--- config.mk ---
export PLATFORM = sky130hd
export DESIGN_NAME = rst_sequencer
export DESIGN_NICKNAME = d
export VERILOG_FILES = /design/src/rtl/rst_seq_pkg.sv /design/src/rtl/rst_seq_datapath.sv /design/src/rtl/rst_seq_ctrl.sv /design/src/rtl/rst_sequencer.sv
export SDC_FILE = /design/constraint.sdc
export NUM_CORES = 1
export LEC_CHECK = 0
export CAP_MARGIN = 0
export CORE_MARGIN = 4
export CORE_UTILIZATION = 55
export CTS_CLUSTER_DIAMETER = 50
export DETAILED_ROUTE_END_ITERATION = 7
export MAX_ROUTING_LAYER = met4
export PLACE_DENSITY = 0.84
export SETUP_SLACK_MARGIN = 0.02
export SYNTH_ARGS = -nofsm -noshare
export SYNTH_HDL_FRONTEND = slang
export SYNTH_SLANG_ARGS = --single-unit
--- constraint.sdc ---
create_clock -name clk -period 2.4 [get_ports clk]
set_input_delay 0.36 -clock clk [delete_from_list [all_inputs] [get_ports clk]]
set_output_delay 0.36 -clock clk [all_outputs]
set_load 0.01 [all_outputs]
--- src/rtl/rst_seq_pkg.sv ---
package rst_seq_pkg;

  typedef enum logic [2:0] {
    CAUSE_POR       = 3'd0,
    CAUSE_PIN_RUN   = 3'd1,
    CAUSE_PIN_SLEEP = 3'd2,
    CAUSE_WDT_RUN   = 3'd3,
    CAUSE_WDT_WAKE  = 3'd4,
    CAUSE_BROWNOUT  = 3'd5
  } cause_e;

  // control -> datapath
  typedef struct packed {
    logic pwrtClr;
    logic pwrtRun;
    logic ostClr;
    logic ostRun;
  } strobe_t;

  // datapath -> control
  typedef struct packed {
    logic pinReq;
    logic pinRise;
    logic wdtLvl;
    logic wdtRise;
    logic bodLvl;
    logic bodRise;
    logic pwrtDone;
    logic ostDone;
  } event_t;

endpackage

--- src/rtl/rst_seq_datapath.sv ---
module rst_seq_datapath
  import rst_seq_pkg::*;
#(
  parameter int CNT_W       = 10,
  parameter int FILT_LEN    = 4,
  parameter int SYNC_STAGES = 2
) (
  input  logic    clk,
  input  logic    rst,
  input  logic    extClk,
  input  logic    mclrN,
  input  logic    wdtTimeout,
  input  logic    bodDetect,
  input  logic    bodEnable,
  input  strobe_t stb,
  output event_t  evt
);

  localparam int FW = $clog2(FILT_LEN + 1);
  localparam logic [FW-1:0]    FILT_MAX = FW'(FILT_LEN);
  localparam logic [CNT_W-1:0] CNT_MAX  = '1;

  logic [SYNC_STAGES-1:0] pinSync;
  logic [SYNC_STAGES:0]   extSync;
  logic [FW-1:0]          lowCnt;
  logic [CNT_W-1:0]       pwrtCnt;
  logic [CNT_W-1:0]       ostCnt;
  logic pinReqQ, wdtQ, bodQ;
  logic pinReq, bodLvl, extRise;

  // synchronizers for the two asynchronous pins
  always_ff @(posedge clk or posedge rst) begin
    if (rst) begin
      pinSync <= '1;
      extSync <= '0;
    end else begin
      pinSync <= {pinSync[SYNC_STAGES-2:0], mclrN};
      extSync <= {extSync[SYNC_STAGES-1:0], extClk};
    end
  end

  assign extRise = extSync[SYNC_STAGES-1] & ~extSync[SYNC_STAGES];

  // low-level glitch filter on the reset pin
  always_ff @(posedge clk or posedge rst) begin
    if (rst)                       lowCnt <= '0;
    else if (pinSync[SYNC_STAGES-1]) lowCnt <= '0;
    else if (lowCnt != FILT_MAX)   lowCnt <= lowCnt + 1'b1;
  end

  assign pinReq = (lowCnt == FILT_MAX);
  assign bodLvl = bodDetect & bodEnable;

  always_ff @(posedge clk or posedge rst) begin
    if (rst) begin
      pinReqQ <= 1'b0;
      wdtQ    <= 1'b0;
      bodQ    <= 1'b0;
    end else begin
      pinReqQ <= pinReq;
      wdtQ    <= wdtTimeout;
      bodQ    <= bodLvl;
    end
  end

  // power-up counter on the RC clock
  always_ff @(posedge clk or posedge rst) begin
    if (rst)              pwrtCnt <= '0;
    else if (stb.pwrtClr) pwrtCnt <= '0;
    else if (stb.pwrtRun) pwrtCnt <= pwrtCnt + 1'b1;
  end

  // start-up counter on external clock edges
  always_ff @(posedge clk or posedge rst) begin
    if (rst)                        ostCnt <= '0;
    else if (stb.ostClr)            ostCnt <= '0;
    else if (stb.ostRun && extRise) ostCnt <= ostCnt + 1'b1;
  end

  always_comb begin
    evt.pinReq   = pinReq;
    evt.pinRise  = pinReq & ~pinReqQ;
    evt.wdtLvl   = wdtTimeout;
    evt.wdtRise  = wdtTimeout & ~wdtQ;
    evt.bodLvl   = bodLvl;
    evt.bodRise  = bodLvl & ~bodQ;
    evt.pwrtDone = stb.pwrtRun && !stb.pwrtClr && (pwrtCnt == CNT_MAX);
    evt.ostDone  = stb.ostRun && !stb.ostClr && extRise && (ostCnt == CNT_MAX);
  end

endmodule

--- src/rtl/rst_seq_ctrl.sv ---
module rst_seq_ctrl
  import rst_seq_pkg::*;
(
  input  logic    clk,
  input  logic    rst,
  input  logic    sleeping,
  input  event_t  evt,
  output strobe_t stb,
  output logic    chipReset,
  output logic    wakeUp,
  output logic    statTo,
  output logic    statPd,
  output cause_e  cause
);

  typedef enum logic [1:0] {ST_RUN, ST_HOLD, ST_PWRT, ST_OST} state_e;
  state_e state;
  logic inTimers;

  assign inTimers = (state == ST_PWRT) || (state == ST_OST);

  always_comb begin
    stb.pwrtRun = (state == ST_PWRT);
    stb.pwrtClr = (state != ST_PWRT) || evt.bodLvl || evt.pinReq;
    stb.ostRun  = (state == ST_OST);
    stb.ostClr  = (state != ST_OST);
  end

  // chipReset behaves as a set/reset latch: sources set, timeouts clear
  always_ff @(posedge clk or posedge rst) begin
    if (rst) begin
      state     <= ST_PWRT;
      chipReset <= 1'b1;
      wakeUp    <= 1'b0;
      statTo    <= 1'b1;
      statPd    <= 1'b1;
      cause     <= CAUSE_POR;
    end else begin
      wakeUp <= 1'b0;
      if (evt.bodLvl) begin
        state     <= ST_PWRT;
        chipReset <= 1'b1;
        if (evt.bodRise) begin
          cause  <= CAUSE_BROWNOUT;
          statTo <= 1'b1;
          statPd <= 1'b1;
        end
      end else if (evt.pinReq) begin
        state     <= inTimers ? ST_PWRT : ST_HOLD;
        chipReset <= 1'b1;
        if (evt.pinRise) begin
          if (sleeping) begin
            cause  <= CAUSE_PIN_SLEEP;
            statTo <= 1'b1;
            statPd <= 1'b0;
          end else begin
            cause  <= CAUSE_PIN_RUN;
          end
        end
      end else if (evt.wdtRise && state == ST_RUN) begin
        statTo <= 1'b0;
        if (sleeping) begin
          wakeUp <= 1'b1;
          statPd <= 1'b0;
          cause  <= CAUSE_WDT_WAKE;
        end else begin
          state     <= ST_HOLD;
          chipReset <= 1'b1;
          statPd    <= 1'b1;
          cause     <= CAUSE_WDT_RUN;
        end
      end else begin
        unique case (state)
          ST_HOLD: if (!evt.wdtLvl) begin
            state     <= ST_RUN;
            chipReset <= 1'b0;
          end
          ST_PWRT: if (evt.pwrtDone) state <= ST_OST;
          ST_OST: if (evt.ostDone) begin
            state     <= ST_RUN;
            chipReset <= 1'b0;
          end
          default: ;
        endcase
      end
    end
  end

endmodule

--- src/rtl/rst_sequencer.sv ---
module rst_sequencer
  import rst_seq_pkg::*;
#(
  parameter int CNT_W       = 10,
  parameter int FILT_LEN    = 4,
  parameter int SYNC_STAGES = 2
) (
  input  logic       clk,
  input  logic       porReq,
  input  logic       extClk,
  input  logic       mclrN,
  input  logic       wdtTimeout,
  input  logic       bodDetect,
  input  logic       bodEnable,
  input  logic       sleeping,
  output logic       chipReset,
  output logic       wakeUp,
  output logic       statTo,
  output logic       statPd,
  output logic [2:0] resetCause
);

  strobe_t stb;
  event_t  evt;
  cause_e  cause;

  rst_seq_datapath #(
    .CNT_W(CNT_W), .FILT_LEN(FILT_LEN), .SYNC_STAGES(SYNC_STAGES)
  ) dp_i (
    .clk(clk), .rst(porReq), .extClk(extClk), .mclrN(mclrN),
    .wdtTimeout(wdtTimeout), .bodDetect(bodDetect), .bodEnable(bodEnable),
    .stb(stb), .evt(evt)
  );

  rst_seq_ctrl ctrl_i (
    .clk(clk), .rst(porReq), .sleeping(sleeping), .evt(evt), .stb(stb),
    .chipReset(chipReset), .wakeUp(wakeUp), .statTo(statTo),
    .statPd(statPd), .cause(cause)
  );

  assign resetCause = cause;

endmodule

# Word level (Yosys, flattened, before mapping)
# Cells that the tools add are included.
[word_totals]
register_bits = 40
output_inout_bits = 7
inputBits = 8
wordCells = 110
[classes]
mux = 45
eq_ne = 16
n_addsub = 3
n_bitwise = 9
n_reduce_logical = 23
[ops]
columns = ["op", "count"]
rows = [
  ["$mux 10", 4],
  ["$mux 3", 8],
  ["$mux 1", 22],
  ["$add 10x1->10 const B", 2],
  ["$eq 10x10->1 const B", 2],
  ["$mux 2", 9],
  ["$ne 5x3->1 const B", 2],
  ["$reduce_and 4->1", 2],
  ["$logic_and 1x1->1", 7],
  ["$ne 3x3->1 const B", 2],
  ["$pmux 2 s3", 1],
  ["$reduce_bool 2->1", 3],
  ["$reduce_bool 6->1", 1],
  ["$and 1x1->1", 5],
  ["$ne 5x4->1 const B", 1],
  ["$reduce_and 5->1", 1],
  ["$reduce_bool 5->1", 1],
  ["$eq 2x2->1 const B", 2],
  ["$ne 2x2->1 const B", 2],
  ["$ne 4x4->1 const B", 1],
  ["$not 1->1", 4],
  ["$add 3x1->3 const B", 1],
  ["$eq 3x3->1 const B", 1],
  ["$logic_or 1x1->1", 3],
  ["8 further kinds", 9],
]

# Longest topological paths before layout
# Gate-level depths: netlist (run 1).
[depth]
depth_word = 11
depth_mapped = 7
mapped_depth_nobuf = 7

# By module
# A second synthesis (run 1) with hierarchy kept.
[unflattened]
hier_cells = 184
area_unflattened_um2 = 1939.4
[by_module_without_submodules]
columns = ["module", "cells_per_inst", "seq_area_each_um2", "instances", "area_per_inst_um2"]
rows = [
  ["rst_seq_datapath", 136, 778.2, 1, 1453.9],
  ["rst_seq_ctrl", 48, 230.2, 1, 485.5],
]

# Worst setup path before layout (run 1)
# Ideal clock, no wire load.
[synth_timing]
kind = "reg2reg"
start = "register dp_i.lowCnt[0]"
end = "register ctrl_i.cause[0]"
t_required_ns = 2.275
stages_incl_launch_ff = 7
t_arrival_ns = 1.565
period_less_slack_ns = 1.690
slack_ns = 0.710
setup_time_ns = 0.125
path_cell_list = "dfrtp_1 inv_1 ha_1 nand2_1 a211oi_1 a21o_1 mux2_4"
[synth_between]
elab_chain_len = 4
elab_cells_between_ends = 7
cone_classes = "2 x eq/ne; 2 x mux; 1 x bitwise; 2 x reduce/logical"
[synth_rtl]
columns = ["item", "line", "source"]
rows = [
  ["start: declaration", "rst_seq_datapath.sv:25", "logic [FW-1:0] lowCnt;"],
  ["start signal: assignment", "rst_seq_datapath.sv:48", "else if (lowCnt != FILT_MAX) lowCnt <= lowCnt + 1'b1;"],
  ["$eq 3x3->1 *", "rst_seq_datapath.sv:51", "assign pinReq = (lowCnt == FILT_MAX);"],
  ["$and 1x1->1", "rst_seq_datapath.sv:82", "evt.pinRise = pinReq & ~pinReqQ;"],
  ["$ne 3x2->1 (no line)", "n/a", ""],
  ["$reduce_and 3->1 (no line)", "n/a", ""],
  ["end signal: assignment", "rst_seq_ctrl.sv:37", "cause <= CAUSE_POR;"],
  ["end signal: assignment", "rst_seq_ctrl.sv:44", "cause <= CAUSE_BROWNOUT;"],
  ["end signal: assignment", "rst_seq_ctrl.sv:53", "cause <= CAUSE_PIN_SLEEP;"],
  ["end: declaration", "rst_seq_ctrl.sv:13", "output cause_e cause"],
]
# Every way passes the cells marked *; elsewhere a longest branch is shown, timed or not.
# A chain may end at the register's enable or synchronous reset.

# Worst setup path after layout (run 1)
# Ends and elaborated chain as after synthesis.

==> impl_metrics.ini, run 1 <==
[logic_synthesis]
synthTopCellsByArea = dfrtp_1 (46%), dfstp_2 (8.6%), nor2_1 (4.9%)
synth_top_cell_area_share_pct = 46.2
yosysSeqAreaShare_pct = 54.8
postSynthCellCount = 170
synth_edf_count = 0
synth_flop_cell = dfrtp_1
yosysWarnings = 0
synth-seq-cells = 40
syn_nets = 184
synth_most_common_cell = dfrtp_1
yosysTopAreaCell = dfrtp_1
synth.avg_cell_area_sq_um = 10.8
syn_area_sq_um = 1840
synth_common_cells = dfrtp_1 (34), nor2_1 (24), nand2_1 (14), inv_1 (10), xor2_1 (9)
async_flop_share_pct = 100
yosysUniqueCellTypes = 37

[setup_path]
critPathRequiredTime_ns = 2.65
crit_type = reg2reg
startpoint_type = flop
r2r-start = dp_i.lowCnt[0]
r2r_cells = 6
rr_endpoint = ctrl_i.cause[0]
crit_fanout = 8
worstPathArrival_ns = 2.20
r2r_slack_ns = 0.44
setup.worst_path.end_class = flop

[sta]
slew_headroom_pct = 57.2
rsz0062_at_grt = false
min_period_ns = 1.96
slew_viol_final = 0
finalCritPeriodShare_pct = 81.5
fin_skew_ns = 0.0116
finalHoldViolations = 0
setup_violations = 0
finalSetupTns_ns = 0
worst_slack_ns = 0.445
tightest_slew_ns = 0.642
clock.fmax_mhz = 511

[detailed_routing]
vias = 1324
wirelength_mm = 3.36
wire_per_inst_um = 14.2
ant_nets = 0
drt_iter0_markers = 114
drt_first_pass_iters = 6
drc_errors = 0
via_per_inst = 5.61

[clock_network]
cts-root-buf = clkbuf_4
clock_path_buffers = 2
cts_hold_buf = 0
cts_made_buffers = 5
post_cts_buffers = 0
cts.sinks = 40
htreeDepth = 2
clk_latency_ns = 0.35
cts_tree = done
cts-resized-gates = 0
clk_pin_slew_ns = 0.12

[placed_design]
dp.final_hpwl_mm = 2.48
pre_cts_slack_ns = 0.310
gp_congestion = 0.803
port_buffers = 14
placed_area_sq_um = 2050

[power_and_ir_drop]
p_int_mw = 1.07
ir_worst_vdd_uv = 457
seqPwrFrac_pct = 53.4
p_leak_nw = 0.955
p_per_area_nw_per_um2 = 700
clkPwrFrac_pct = 29.0
p_sw_share_pct = 28.1
pwr-share-comb_pct = 17.6
p_sw_uw = 418

[grt]
grt_antenna_before_repair = 0
grt.total_usage_pct = 18.2
grt_pass1_wl_mm = 5.93
grt-ovfl-total = 0
grt_pass1_vias = 1391
grt_max_degree = 27

[floorplan]
die_width_um = 65.9
dieArea_sq_um = 4340
ios = 15
core_area_sq_um = 3130
rows = 20
die_y_um = 65.9
start_util_pct = 58.9

[worst_hold_path]
hold_class = reg2reg
holdPathEnd = dp_i.extSync[1]
holdCritStartpoint = dp_i.extSync[0]
hold_depth = 0

[final_layout]
multiInputGateArea_sq_um = 781
drive_gt1_share_pct = 9.38
fin_area_sq_um = 2130
layout.nets = 205
seq_area_sq_um = 1010
fill_cells = 242
area_growth_pct = 15.4
antenna_cells = 0

[run_status]
status = finished clean

[run]
drv_cap = 0
-- layer usage --
| metal | routed length (um) | track usage, % | vias to the layer above | part of all wire [%] |
|---|---|---|---|---|
| li1 | - | - | 627 | - |
| met1 | 1450 | 20.2 | 658 | 43 |
| met2 | 1720 | 31.8 | 34 | 51 |
| met3 | 142 | 4.08 | 5 | 4.2 |
| met4 | 42 | 6.99 | 0 | 1.3 |
| met5 | 0 | - | - | 0 |
-- placed cells by master (no fill, tap or decap), types with 3 or more instances in the layout --
cell             netlist  routed
dfrtp_1               34      34
nor2_1                24      24
nand2_1               14      14
clkdlybuf4s50_1        0      14
inv_1                 10      10
xor2_1                 9       9
xnor2_1                8       8
nand3_1                6       6
nor3_1                 6       6
nand4_1                6       6
ha_1                   6       6
dfstp_2                6       6
and3_1                 5       5
clkbuf_4               0       5
nor2b_1                3       3
-- registers in the layout, summed over array words and instances, names as in the netlist, 2 cells and up --
signal,count
dp_i.pinSync,2
ctrl_i.state,2
dp_i.lowCnt,3
dp_i.pwrtCnt,10
dp_i.extSync,3
ctrl_i.cause,3
dp_i.ostCnt,10
-- kinds of logic (layout without fill, tap and decap cells) --
logic type / after synthesis / after routing / share of synthesized area (%)
compound gates: 18 / 18 / 7.34
xor+xnor: 17 / 17 / 8.08
fa+ha+maj: 6 / 6 / 4.08
buf+inv: 12 / 34 / 2.85
flops: 40 / 40 / 54.8
mux: 4 / 4 / 2.72
simple gates: 73 / 73 / 20.2
-- final cells by class --
type	instances	share of cell area, %
timing repair buffer	15	7.53
tap	44	2.59
multi-input combinational	118	36.7
clock inverter	3	2.00
clock buffer	5	1.77
inverter	11	1.94
sequential	40	47.4
-- power by group through the flow --
stage,Sequential (mW),Combinational [mW],Clock [mW]
2_1_floorplan,0.787,0.198,0
3_3_place_gp,0.800,0.250,0
3_5_place_dp,0.807,0.264,0
4_1_cts,0.794,0.266,0.446
5_1_grt,0.807,0.294,0.479
6_report,0.795,0.261,0.432
-- critical path, cell delays in order (launching register included) --
cell and delay, ns:
dfrtp_1 0.40, inv_1 0.10, ha_1 0.25, nand2_1 0.22, a211oi_1 0.35, a21o_1 0.22, mux2_4 0.31
-- worst max path at each step --
stage / startpoint / endpoint
after floorplan: dp_i.lowCnt[0] / ctrl_i.cause[0]
final: dp_i.lowCnt[0] / ctrl_i.cause[0]
after global routing: dp_i.lowCnt[0] / ctrl_i.cause[1]
after CTS: dp_i.lowCnt[0] / ctrl_i.cause[1]
after detailed placement: bodEnable / ctrl_i.cause[1]
after global placement: wdtTimeout / ctrl_i.cause[1]
-- per-stage QoR --
step	hold WS [ns]	power [mW]	std cells	utilization (%)
4_1_cts	0.363	1.51	236	68.0
5_1_grt	0.372	1.58	236	68.0
6_report	0.362	1.49	236	68.0
3_5_place_dp	0.336	1.07	228	65.4
3_3_place_gp	0.333	1.05	228	65.4
2_1_floorplan	0.331	0.985	170	-
No activity file was read; power rests on OpenSTA's default activity.
==> run 2, diff against run 1 <==
clock period = 1.9 ns   (was 2.4 ns; I/O delays follow)
==> impl_metrics.ini, run 2 (synthesis results as in run 1) <==
[run_status]
status = finished clean

[power_and_ir_drop]
p_leak_nw = 0.985
ir_worst_vdd_uv = 532
p_per_area_nw_per_um2 = 880

[setup_path]
rr_endpoint = ctrl_i.cause[1]
crit_fanout = 5
r2r_slack_ns = 0.12
worstPathArrival_ns = 2.02
crit_type = reg2reg
critPathRequiredTime_ns = 2.14
critical_path_buf_inv_count = 1
cpLargestDelayFamily = compound AO/OA/AOI/OAI gates
setup.worst_path.end_class = flop
critical_path.cell_chain = inv_1 -> ha_2 -> nand2_2 -> a211oi_2 -> a21o_1 -> mux2_4
slowest_delay_ns = 0.42
r2r_cells = 6
crit_slowest_cell = dfrtp_1
startpoint_type = flop
r2r-start = dp_i.lowCnt[0]

[clock_network]
htreeDepth = 2
cts_made_buffers = 5
cts.sinks = 40
cts-root-buf = clkbuf_4
post_cts_buffers = 0
clock_path_buffers = 2
cts_tree = done
clk_latency_ns = 0.35
clk_pin_slew_ns = 0.12

[sta]
finalHoldViolations = 0
timing.hold.ws_ns = 0.248
min_period_ns = 1.78
tightest_slew_ns = 0.459
slew_viol_final = 0
clock.fmax_mhz = 563
finalSetupTns_ns = 0
slew_headroom_pct = 69.1
fin_skew_ns = 0.0118
setup_violations = 0
finalCritPeriodShare_pct = 93.5

[floorplan]
die_width_um = 65.9
ios = 15
die_y_um = 65.9
dieArea_sq_um = 4340
core_area_sq_um = 3130
start_util_pct = 58.9
rows = 20

[final_layout]
area_growth_pct = 18.1
antenna_cells = 0
layout.nets = 212
final_cell_mix = dfrtp_1 (34), nor2_1 (24), clkdlybuf4s50_1 (14), nand2_1 (13), inv_1 (10)
final_common_cell = dfrtp_1
drive_gt1_share_pct = 14.1
top_regs = dp_i.ostCnt x10, dp_i.pwrtCnt x10
fill_cells = 233

[detailed_routing]
wirelength_mm = 3.63
via_per_inst = 5.53
wire_per_inst_um = 14.9
drc_errors = 0
drt_first_pass_iters = 4
drt_iter0_markers = 112
ant_nets = 0
vias = 1344

[grt]
grt_pass1_wl_mm = 6.31
grt.total_usage_pct = 19.9
grt_max_degree = 28
grt-ovfl-total = 0
grt_pass1_vias = 1356
grt_antenna_before_repair = 0

[placed_design]
gp_congestion = 0.820
dp.final_hpwl_mm = 2.65
port_buffers = 14

[run]
drv_cap = 0

[worst_hold_path]
hold_class = in2async
-- run 2: metrics by stage --
stage	total power, mW	utilization (%)	setup WS (ns)	std cells	area, sq um
finish	1.92	69.6	0.123	243	2180
global route	2.03	69.6	-0.00201	243	2180
CTS	1.92	69.2	0.0440	243	2170
detailed placement	1.36	66.7	0.0437	235	2090
global placement	1.33	66.7	0.108	235	2090
floorplan	1.24	-	0.210	170	1840
-- run 2: where the power goes --
group	total, mW	internal [mW]	switching, mW
clock	0.557	0.274	0.282
combinational	0.353	0.160	0.192
sequential	1.01	0.928	0.0789
total	1.92	1.36	0.554
-- run 2: worst max path at each step --
stage	startpoint	endpoint	slack, ns	cells past startpoint
6_report	dp_i.lowCnt[0]	ctrl_i.cause[1]	0.12	6
5_1_grt	dp_i.lowCnt[0]	ctrl_i.cause[0]	-0.002	6
4_1_cts	dp_i.lowCnt[0]	ctrl_i.cause[1]	0.04	6
3_5_place_dp	bodDetect	ctrl_i.cause[1]	0.04	6
3_3_place_gp	wdtTimeout	ctrl_i.cause[1]	0.11	5
2_1_floorplan	dp_i.lowCnt[0]	ctrl_i.cause[0]	0.21	6
-- run 2: what timing repair did --
item                                    in CTS  in global routing
endpoints found under the setup margin       0                  4
hold buffers                                 0                  0
gates resized for setup                      0                  4
-- run 2: cell type report --
type                    instances  area, sq um  area share [%]
clock buffers                   5         37.5            1.73
clock inverters                 3         42.5            1.96
inverters                      11         41.3            1.90
multi-input cells             118          791            36.3
flip-flops and latches         40         1010            46.3
well taps                      44         55.1            2.53
repair buffers                 22          200            9.20
-- run 2: worst reg2reg max path, delay by kind of cell, from the launching register on --
family          cells  cell delay, ns
compound gates      2            0.47
fa+ha+maj           1            0.24
buf+inv             1            0.11
flops               1            0.42
mux                 1            0.32
simple gates        1            0.11
-- run 2: layer usage --
metal  routed length [um]  GRT usage, %  share of wire (%)  up-vias
li1                     -             -                  -      641
met1                 1530          23.6                 42      664
met2                 1900          31.9                 52       31
met3                  137          6.46                3.8        8
met4                   54          6.74                1.5        0
met5                    0             -                  0        -
